`src/rtl/chr_xlat_pkg.sv`:
```
package chr_xlat_pkg;
  localparam int DW     = 8;
  localparam int BLK_W  = 5;
  localparam int SLOTS  = 8;
  localparam int VA_W   = 14;
  localparam int BANK_W = 2 * DW;
  localparam int PAGE_W = BANK_W + 3;

  typedef enum logic [1:0] {
    MAP_8K = 2'd0,
    MAP_4K = 2'd1,
    MAP_2K = 2'd2,
    MAP_1K = 2'd3
  } map_mode_e;

  typedef struct packed {
    logic             alias_en;
    logic             block_on;
    logic [BLK_W-1:0] block_val;
  } bank_ctl_t;
endpackage

```
`src/rtl/chr_bank_regs.sv`:
```
module chr_bank_regs
  import chr_xlat_pkg::*;
#(
  parameter int N_SLOT = SLOTS
) (
  input  logic                        clk,
  input  logic                        rst_n,
  input  logic                        wr_en,
  input  logic [15:0]                 wr_addr,
  input  logic [DW-1:0]               wr_data,
  output logic [N_SLOT-1:0][DW-1:0]   lo_q,
  output logic [N_SLOT-1:0][DW-1:0]   hi_q,
  output bank_ctl_t                   ctl_q
);
  localparam int IDX_W = $clog2(N_SLOT);

  logic      sel_lo, sel_hi, sel_ctl;
  bank_ctl_t ctl_d;

  assign sel_lo  = wr_en && (wr_addr[15:12] == 4'h9);
  assign sel_hi  = wr_en && (wr_addr[15:12] == 4'hA);
  assign sel_ctl = wr_en && (wr_addr[15:12] == 4'hD) && (wr_addr[2:0] == 3'd3);

  always_comb begin
    ctl_d = ctl_q;
    if (sel_ctl) begin
      ctl_d.alias_en  = wr_data[7];
      ctl_d.block_on  = ~wr_data[5];
      ctl_d.block_val = wr_data[BLK_W-1:0];
    end
  end

  always_ff @(posedge clk or negedge rst_n) begin
    if (!rst_n) ctl_q <= '0;
    else        ctl_q <= ctl_d;
  end

  for (genvar i = 0; i < N_SLOT; i++) begin : g_slot
    logic lo_we, hi_we;
    assign lo_we = sel_lo && (wr_addr[IDX_W-1:0] == IDX_W'(i));
    assign hi_we = sel_hi && (wr_addr[IDX_W-1:0] == IDX_W'(i));

    always_ff @(posedge clk or negedge rst_n) begin
      if (!rst_n) begin
        lo_q[i] <= '0;
        hi_q[i] <= '0;
      end else begin
        if (lo_we) lo_q[i] <= wr_data;
        if (hi_we) hi_q[i] <= wr_data;
      end
    end
  end
endmodule

```
`src/rtl/chr_fetch_latch.sv`:
```
module chr_fetch_latch
  import chr_xlat_pkg::*;
#(
  parameter bit SNOOP = 1'b1
) (
  input  logic            clk,
  input  logic            rst_n,
  input  logic            vstb,
  input  logic [VA_W-1:0] vaddr,
  output logic [2:0]      lat_lo,
  output logic [2:0]      lat_hi
);
  if (SNOOP) begin : g_snoop
    logic       hit_d, hit_e, upd;
    logic [2:0] new_val, lo_d, hi_d;

    assign hit_d   = (vaddr[11:3] == 9'h1FB);
    assign hit_e   = (vaddr[11:3] == 9'h1FD);
    assign upd     = vstb && !vaddr[13] && (hit_d || hit_e);
    assign new_val = {vaddr[12], hit_e, 1'b0};

    always_comb begin
      lo_d = lat_lo;
      hi_d = lat_hi;
      if (upd && !vaddr[12]) lo_d = new_val;
      if (upd &&  vaddr[12]) hi_d = new_val;
    end

    always_ff @(posedge clk or negedge rst_n) begin
      if (!rst_n) begin
        lat_lo <= 3'd0;
        lat_hi <= 3'd4;
      end else begin
        lat_lo <= lo_d;
        lat_hi <= hi_d;
      end
    end
  end else begin : g_fixed
    assign lat_lo = 3'd0;
    assign lat_hi = 3'd4;
  end
endmodule

```
`src/rtl/chr_page_sel.sv`:
```
module chr_page_sel
  import chr_xlat_pkg::*;
#(
  parameter int N_SLOT = SLOTS
) (
  input  logic [1:0]                  map_mode,
  input  logic [VA_W-1:0]             vaddr,
  input  logic [N_SLOT-1:0][DW-1:0]   lo_q,
  input  logic [N_SLOT-1:0][DW-1:0]   hi_q,
  input  bank_ctl_t                   ctl_q,
  input  logic [2:0]                  lat_lo,
  input  logic [2:0]                  lat_hi,
  output logic [PAGE_W-1:0]           page
);
  localparam int IDX_W = $clog2(N_SLOT);

  logic [N_SLOT-1:0][BANK_W-1:0] bank;
  logic                          fold;
  logic [IDX_W-1:0]              idx;
  logic [BANK_W-1:0]             sel;

  assign fold = map_mode[1] && ctl_q.alias_en;

  for (genvar i = 0; i < N_SLOT; i++) begin : g_bank
    localparam bit CAN_FOLD = (i == 2) || (i == 3);
    localparam int ALT      = CAN_FOLD ? i - 2 : i;
    logic [DW-1:0] lo_s, hi_s;
    assign lo_s = (CAN_FOLD && fold) ? lo_q[ALT] : lo_q[i];
    assign hi_s = (CAN_FOLD && fold) ? hi_q[ALT] : hi_q[i];
    assign bank[i] = ctl_q.block_on ? {{(DW-BLK_W){1'b0}}, ctl_q.block_val, lo_s}
                                    : {hi_s, lo_s};
  end

  always_comb begin
    unique case (map_mode)
      MAP_8K:  idx = '0;
      MAP_4K:  idx = vaddr[12] ? lat_hi : lat_lo;
      MAP_2K:  idx = {vaddr[12:11], 1'b0};
      default: idx = vaddr[12:10];
    endcase
    sel = bank[idx];
    unique case (map_mode)
      MAP_8K:  page = {sel, vaddr[12:10]};
      MAP_4K:  page = {1'b0, sel, vaddr[11:10]};
      MAP_2K:  page = {2'b00, sel, vaddr[10]};
      default: page = {3'b000, sel};
    endcase
  end
endmodule

```
`src/rtl/chr_bank_xlat.sv`:
```
module chr_bank_xlat
  import chr_xlat_pkg::*;
#(
  parameter bit LATCH_SNOOP = 1'b1
) (
  input  logic              clk,
  input  logic              rst_n,
  input  logic              wr_en,
  input  logic [15:0]       wr_addr,
  input  logic [7:0]        wr_data,
  input  logic              vstb,
  input  logic [13:0]       vaddr,
  input  logic [1:0]        map_mode,
  output logic [18:0]       page
);
  logic [SLOTS-1:0][DW-1:0] lo_q, hi_q;
  bank_ctl_t                ctl_q;
  logic [2:0]               lat_lo, lat_hi;
  logic                     alias_en, block_on;

  assign alias_en = ctl_q.alias_en;
  assign block_on = ctl_q.block_on;

  chr_bank_regs #(.N_SLOT(SLOTS)) u_regs (
    .clk(clk), .rst_n(rst_n), .wr_en(wr_en), .wr_addr(wr_addr),
    .wr_data(wr_data), .lo_q(lo_q), .hi_q(hi_q), .ctl_q(ctl_q)
  );

  chr_fetch_latch #(.SNOOP(LATCH_SNOOP)) u_latch (
    .clk(clk), .rst_n(rst_n), .vstb(vstb), .vaddr(vaddr),
    .lat_lo(lat_lo), .lat_hi(lat_hi)
  );

  chr_page_sel #(.N_SLOT(SLOTS)) u_sel (
    .map_mode(map_mode), .vaddr(vaddr), .lo_q(lo_q), .hi_q(hi_q),
    .ctl_q(ctl_q), .lat_lo(lat_lo), .lat_hi(lat_hi), .page(page)
  );
endmodule

```
`config.mk`:
```
export PLATFORM = sky130hd
export DESIGN_NAME = chr_bank_xlat
export DESIGN_NICKNAME = d
export VERILOG_FILES = /design/src/rtl/chr_xlat_pkg.sv /design/src/rtl/chr_bank_regs.sv /design/src/rtl/chr_fetch_latch.sv /design/src/rtl/chr_page_sel.sv /design/src/rtl/chr_bank_xlat.sv
export SDC_FILE = /design/constraint.sdc
export NUM_CORES = 1
export LEC_CHECK = 0
export ABC_AREA = 1
export BUFFER_PORTS_ARGS = -buffer_cell sky130_fd_sc_hd__buf_2
export CORE_ASPECT_RATIO = 1.4
export CORE_UTILIZATION = 30
export DETAILED_ROUTE_END_ITERATION = 16
export SYNTH_ARGS = -nofsm -noshare
export SYNTH_HDL_FRONTEND = slang
export SYNTH_SLANG_ARGS = --single-unit
```
`constraint.sdc`:
```
create_clock -name clk -period 1.6 [get_ports clk]
set_input_delay 0.08 -clock clk [delete_from_list [all_inputs] [get_ports clk]]
set_output_delay 0.08 -clock clk [all_outputs]
set_load 0.005 [all_outputs]
```
==> metrics.yaml <==
cts:
  insertion_delay_ps: 430
  htree_levels: 4
  clockRootBuffer: "clkbuf_16"
  clk_pin_slew_worst_paths_ps: 60
  cts_tree: "built"
  clk_path_buf_depth: 2
  cts_buffers: 17
  cts.sinks: 139
synth:
  ys_types: 32
  yosysMostFrequentCell: "nand2_1"
  avgSynthCellArea_um2: 7.40
  synth_area_leaders: "dfrtp_1, nand2_1, o21ai_0, nand3_1, inv_1"
  yosys.area.top_type: "dfrtp_1"
  synth_seq_area_share_pct: 48.0
  synth_seq_cells: 139
  synthCells: 981
  synth_top_flop_cell: "dfrtp_1"
  synth_common_cells: "nand2_1, o21ai_0, dfrtp_1, nand3_1, inv_1"
  yosysWarnings: 0
  post-synth-top-area-fraction_pct: 47.6
  async_reset_ff_share_pct: 100
  syn_nets: 1025
  synth_edf_count: 0
  syn-cell-area_mm2: 0.00726
global_routing:
  grt_remaining_overflow: 0
  grt_pass1_wl_um: 35600
  grt.total_usage_pct: 18.7
  antenna_found_initial: 0
  grt_max_degree: 47
  first_global_vias: 6615
timing:
  worst_pin_slew_ps: 620
  hold_violations: 0
  rsz0062_at_grt: "true"
  fin_ws_ps: -576
  slew_violations: 0
  post-route-period-util_pct: 136
  setup_tns_ps: -9550
  whs_ps: 14.1
  timing.fmax_mhz: 460
  setup_viol: 19
  fin_crit_ps: 2180
  max_slew_margin_pct: 58.6
  fin_worst_skew_ps: 0
drt:
  dr.pass1.iters: 5
  ant_nets: 0
  via_per_inst: 4.87
  drtIter0Drc: 464
  detail_route.wl_per_cell_um: 15.9
  drcViolationCount: 0
  num_vias: 6784
  postRouteWirelength_um: 22100
cells_and_area:
  fin_util_pct: 38.5
  drive_above_1_share_pct: 20.7
  final_nets: 1115
  areaGrowthSynthToFinish_pct: 26.2
  postLayoutCellArea_mm2: 0.00916
  antenna_cells: 0
power_and_ir_drop:
  design_power_total_mw: 9.44
  ir_drop_mv: 0.780
  p_leak_nw: 4.41
  p_seq_share_pct: 41.8
  power_frac_comb_pct: 16.2
  power.switching_mw: 2.72
  power_density_mw_per_mm2: 1030
  clockPowerShare_pct: 42.1
  p_int_mw: 6.72
  p_sw_share_pct: 28.8
placed_design:
  place_area_mm2: 0.00822
  dp_hpwl_um: 15200
  globalplace.congestion: 0.853
  portBuffers: 50
setup_path:
  critPathKind: "register to primary output"
  path_common_cell: "nand2_2"
  cp_top_family: "flip-flops"
  crit_arrival_ps: 2100
  required_ps: 1520
  r2r_slack_ps: 540
  crit_buf_inv: 3
  max_stage_delay_ps: 540
  endpoint_kind: "primary output"
  setup.worst_path.start_class: "register"
  crit_slowest_cell: "dfstp_2"
  path_cells: "nand2_2 > nand2_2 > nand2_2 > o21ai_4 > buf_6 > o211ai_1 > buf_4 > nand3_2 > nand4_1 > buf_2"
  critical_path_peak_fanout: 6
outcome:
  violations: "setup timing"
  status: "finished, violations left"
die:
  fp.dieH_um: 186
  io_pins: 63
  core_mm2: 0.0238
  dieArea_mm2: 0.0248
  die_w_um: 133
  rows: 67
  initial_utilization_pct: 30.5
flow_run:
  maxCapViolCount: 0
worst_hold_path:
  hp-class: "input pin to register"
-- cells by family (layout without fill, tap and decap cells) --
family | Yosys count | after routing | synth area share [%]
and+or+nand+nor | 544 | 544 | 31.8
DFF | 139 | 139 | 48.0
buffers and inverters | 108 | 211 | 6.73
AOI/OAI and AO/OA | 190 | 190 | 13.6
-- registers in the layout, indices dropped and copies added (netlist names) --
register and flops:
u_regs.ctl_q 7, u_regs.lo_q 64, u_regs.hi_q 64, u_latch.lat_lo 2
u_latch.lat_hi 2
-- routing by layer --
layer / vias to the layer above / GRT usage [%] / part of all wire, %
met4: 0 / 7.45 / 2.7
li1: 3385 / - / -
met2: 171 / 34.0 / 53
met5: - / 0 / 0
met3: 45 / 2.78 / 3.7
met1: 3183 / 21.9 / 41
-- stage by stage --
step | cells | setup WS [ps]
after floorplan | 981 | 190
after global placement | 1354 | -247
after global routing | 1394 | -688
final | 1394 | -576
after CTS | 1393 | -549
after detailed placement | 1354 | -248
-- worst reg2reg max path, stage by stage (launching register included) --
cell and delay [ps]:
dfrtp_2 470, buf_12 150, buf_16 150, nand2_1 70, o21ai_0 80
-- final cells by class --
class | count | area (um2)
Multi-Input combinational cell | 734 | 3490
Clock buffer | 18 | 429
Sequential cell | 139 | 3480
Fill cell | 2524 | 14600
Timing Repair Buffer | 126 | 1010
Tap cell | 310 | 388
Inverter | 53 | 204
Clock inverter | 14 | 163
-- power groups by stage --
stage          clock network (mW)  registers (mW)  logic [mW]
5_1_grt                      4.17            3.97        1.73
4_1_cts                      4.03            3.94        1.49
3_3_place_gp                    0            3.99        1.38
3_5_place_dp                    0            3.99        1.39
6_report                     3.97            3.94        1.53
2_1_floorplan                   0            3.96       0.827
-- cells in the final DEF, fill, tap and decap left out, drive strengths merged --
cell,Yosys,layout
or2,12,12
nand4,16,16
nand3,86,86
a21oi,8,8
dfstp,1,1
nor3,9,9
o21ai,172,172
nand3b,3,3
and2,2,2
buf,25,123
inv,52,56
dfrtp,138,138
clkbuf,30,18
o211ai,8,8
clkinv,1,5
nor2,18,18
a21boi,2,2
dlygate4sd3,0,3
clkinvlp,0,4
nand2,398,398
bufinv,0,2
-- timing repair --
action | CTS | global route
buffers inserted | 1 | 2
hold endpoints to repair | 63 | 0
pin swaps | 8 | 13
resized for setup | 45 | 35
endpoints found under the setup margin | 19 | 19
gates cloned | 3 | 0
hold buffers | 3 | 0
-- worst paths after layout --
check,from,end,cells past startpoint
max,u_latch.lat_hi[2]$_DFFE_PN1P_,page[2],10
min,vaddr[13],u_latch.lat_hi[2]$_DFFE_PN1P_,5
max reg2reg,u_regs.ctl_q[5]$_DFFE_PN0P_,u_regs.ctl_q[5]$_DFFE_PN0P_,4
min reg2reg,u_latch.lat_hi[2]$_DFFE_PN1P_,u_latch.lat_hi[2]$_DFFE_PN1P_,2
max in group asynchronous,rst_n,u_regs.lo_q[51]$_DFFE_PN0P_,3
min in group asynchronous,rst_n,u_regs.lo_q[30]$_DFFE_PN0P_,2
No activity file was read; power rests on OpenSTA's default activity.
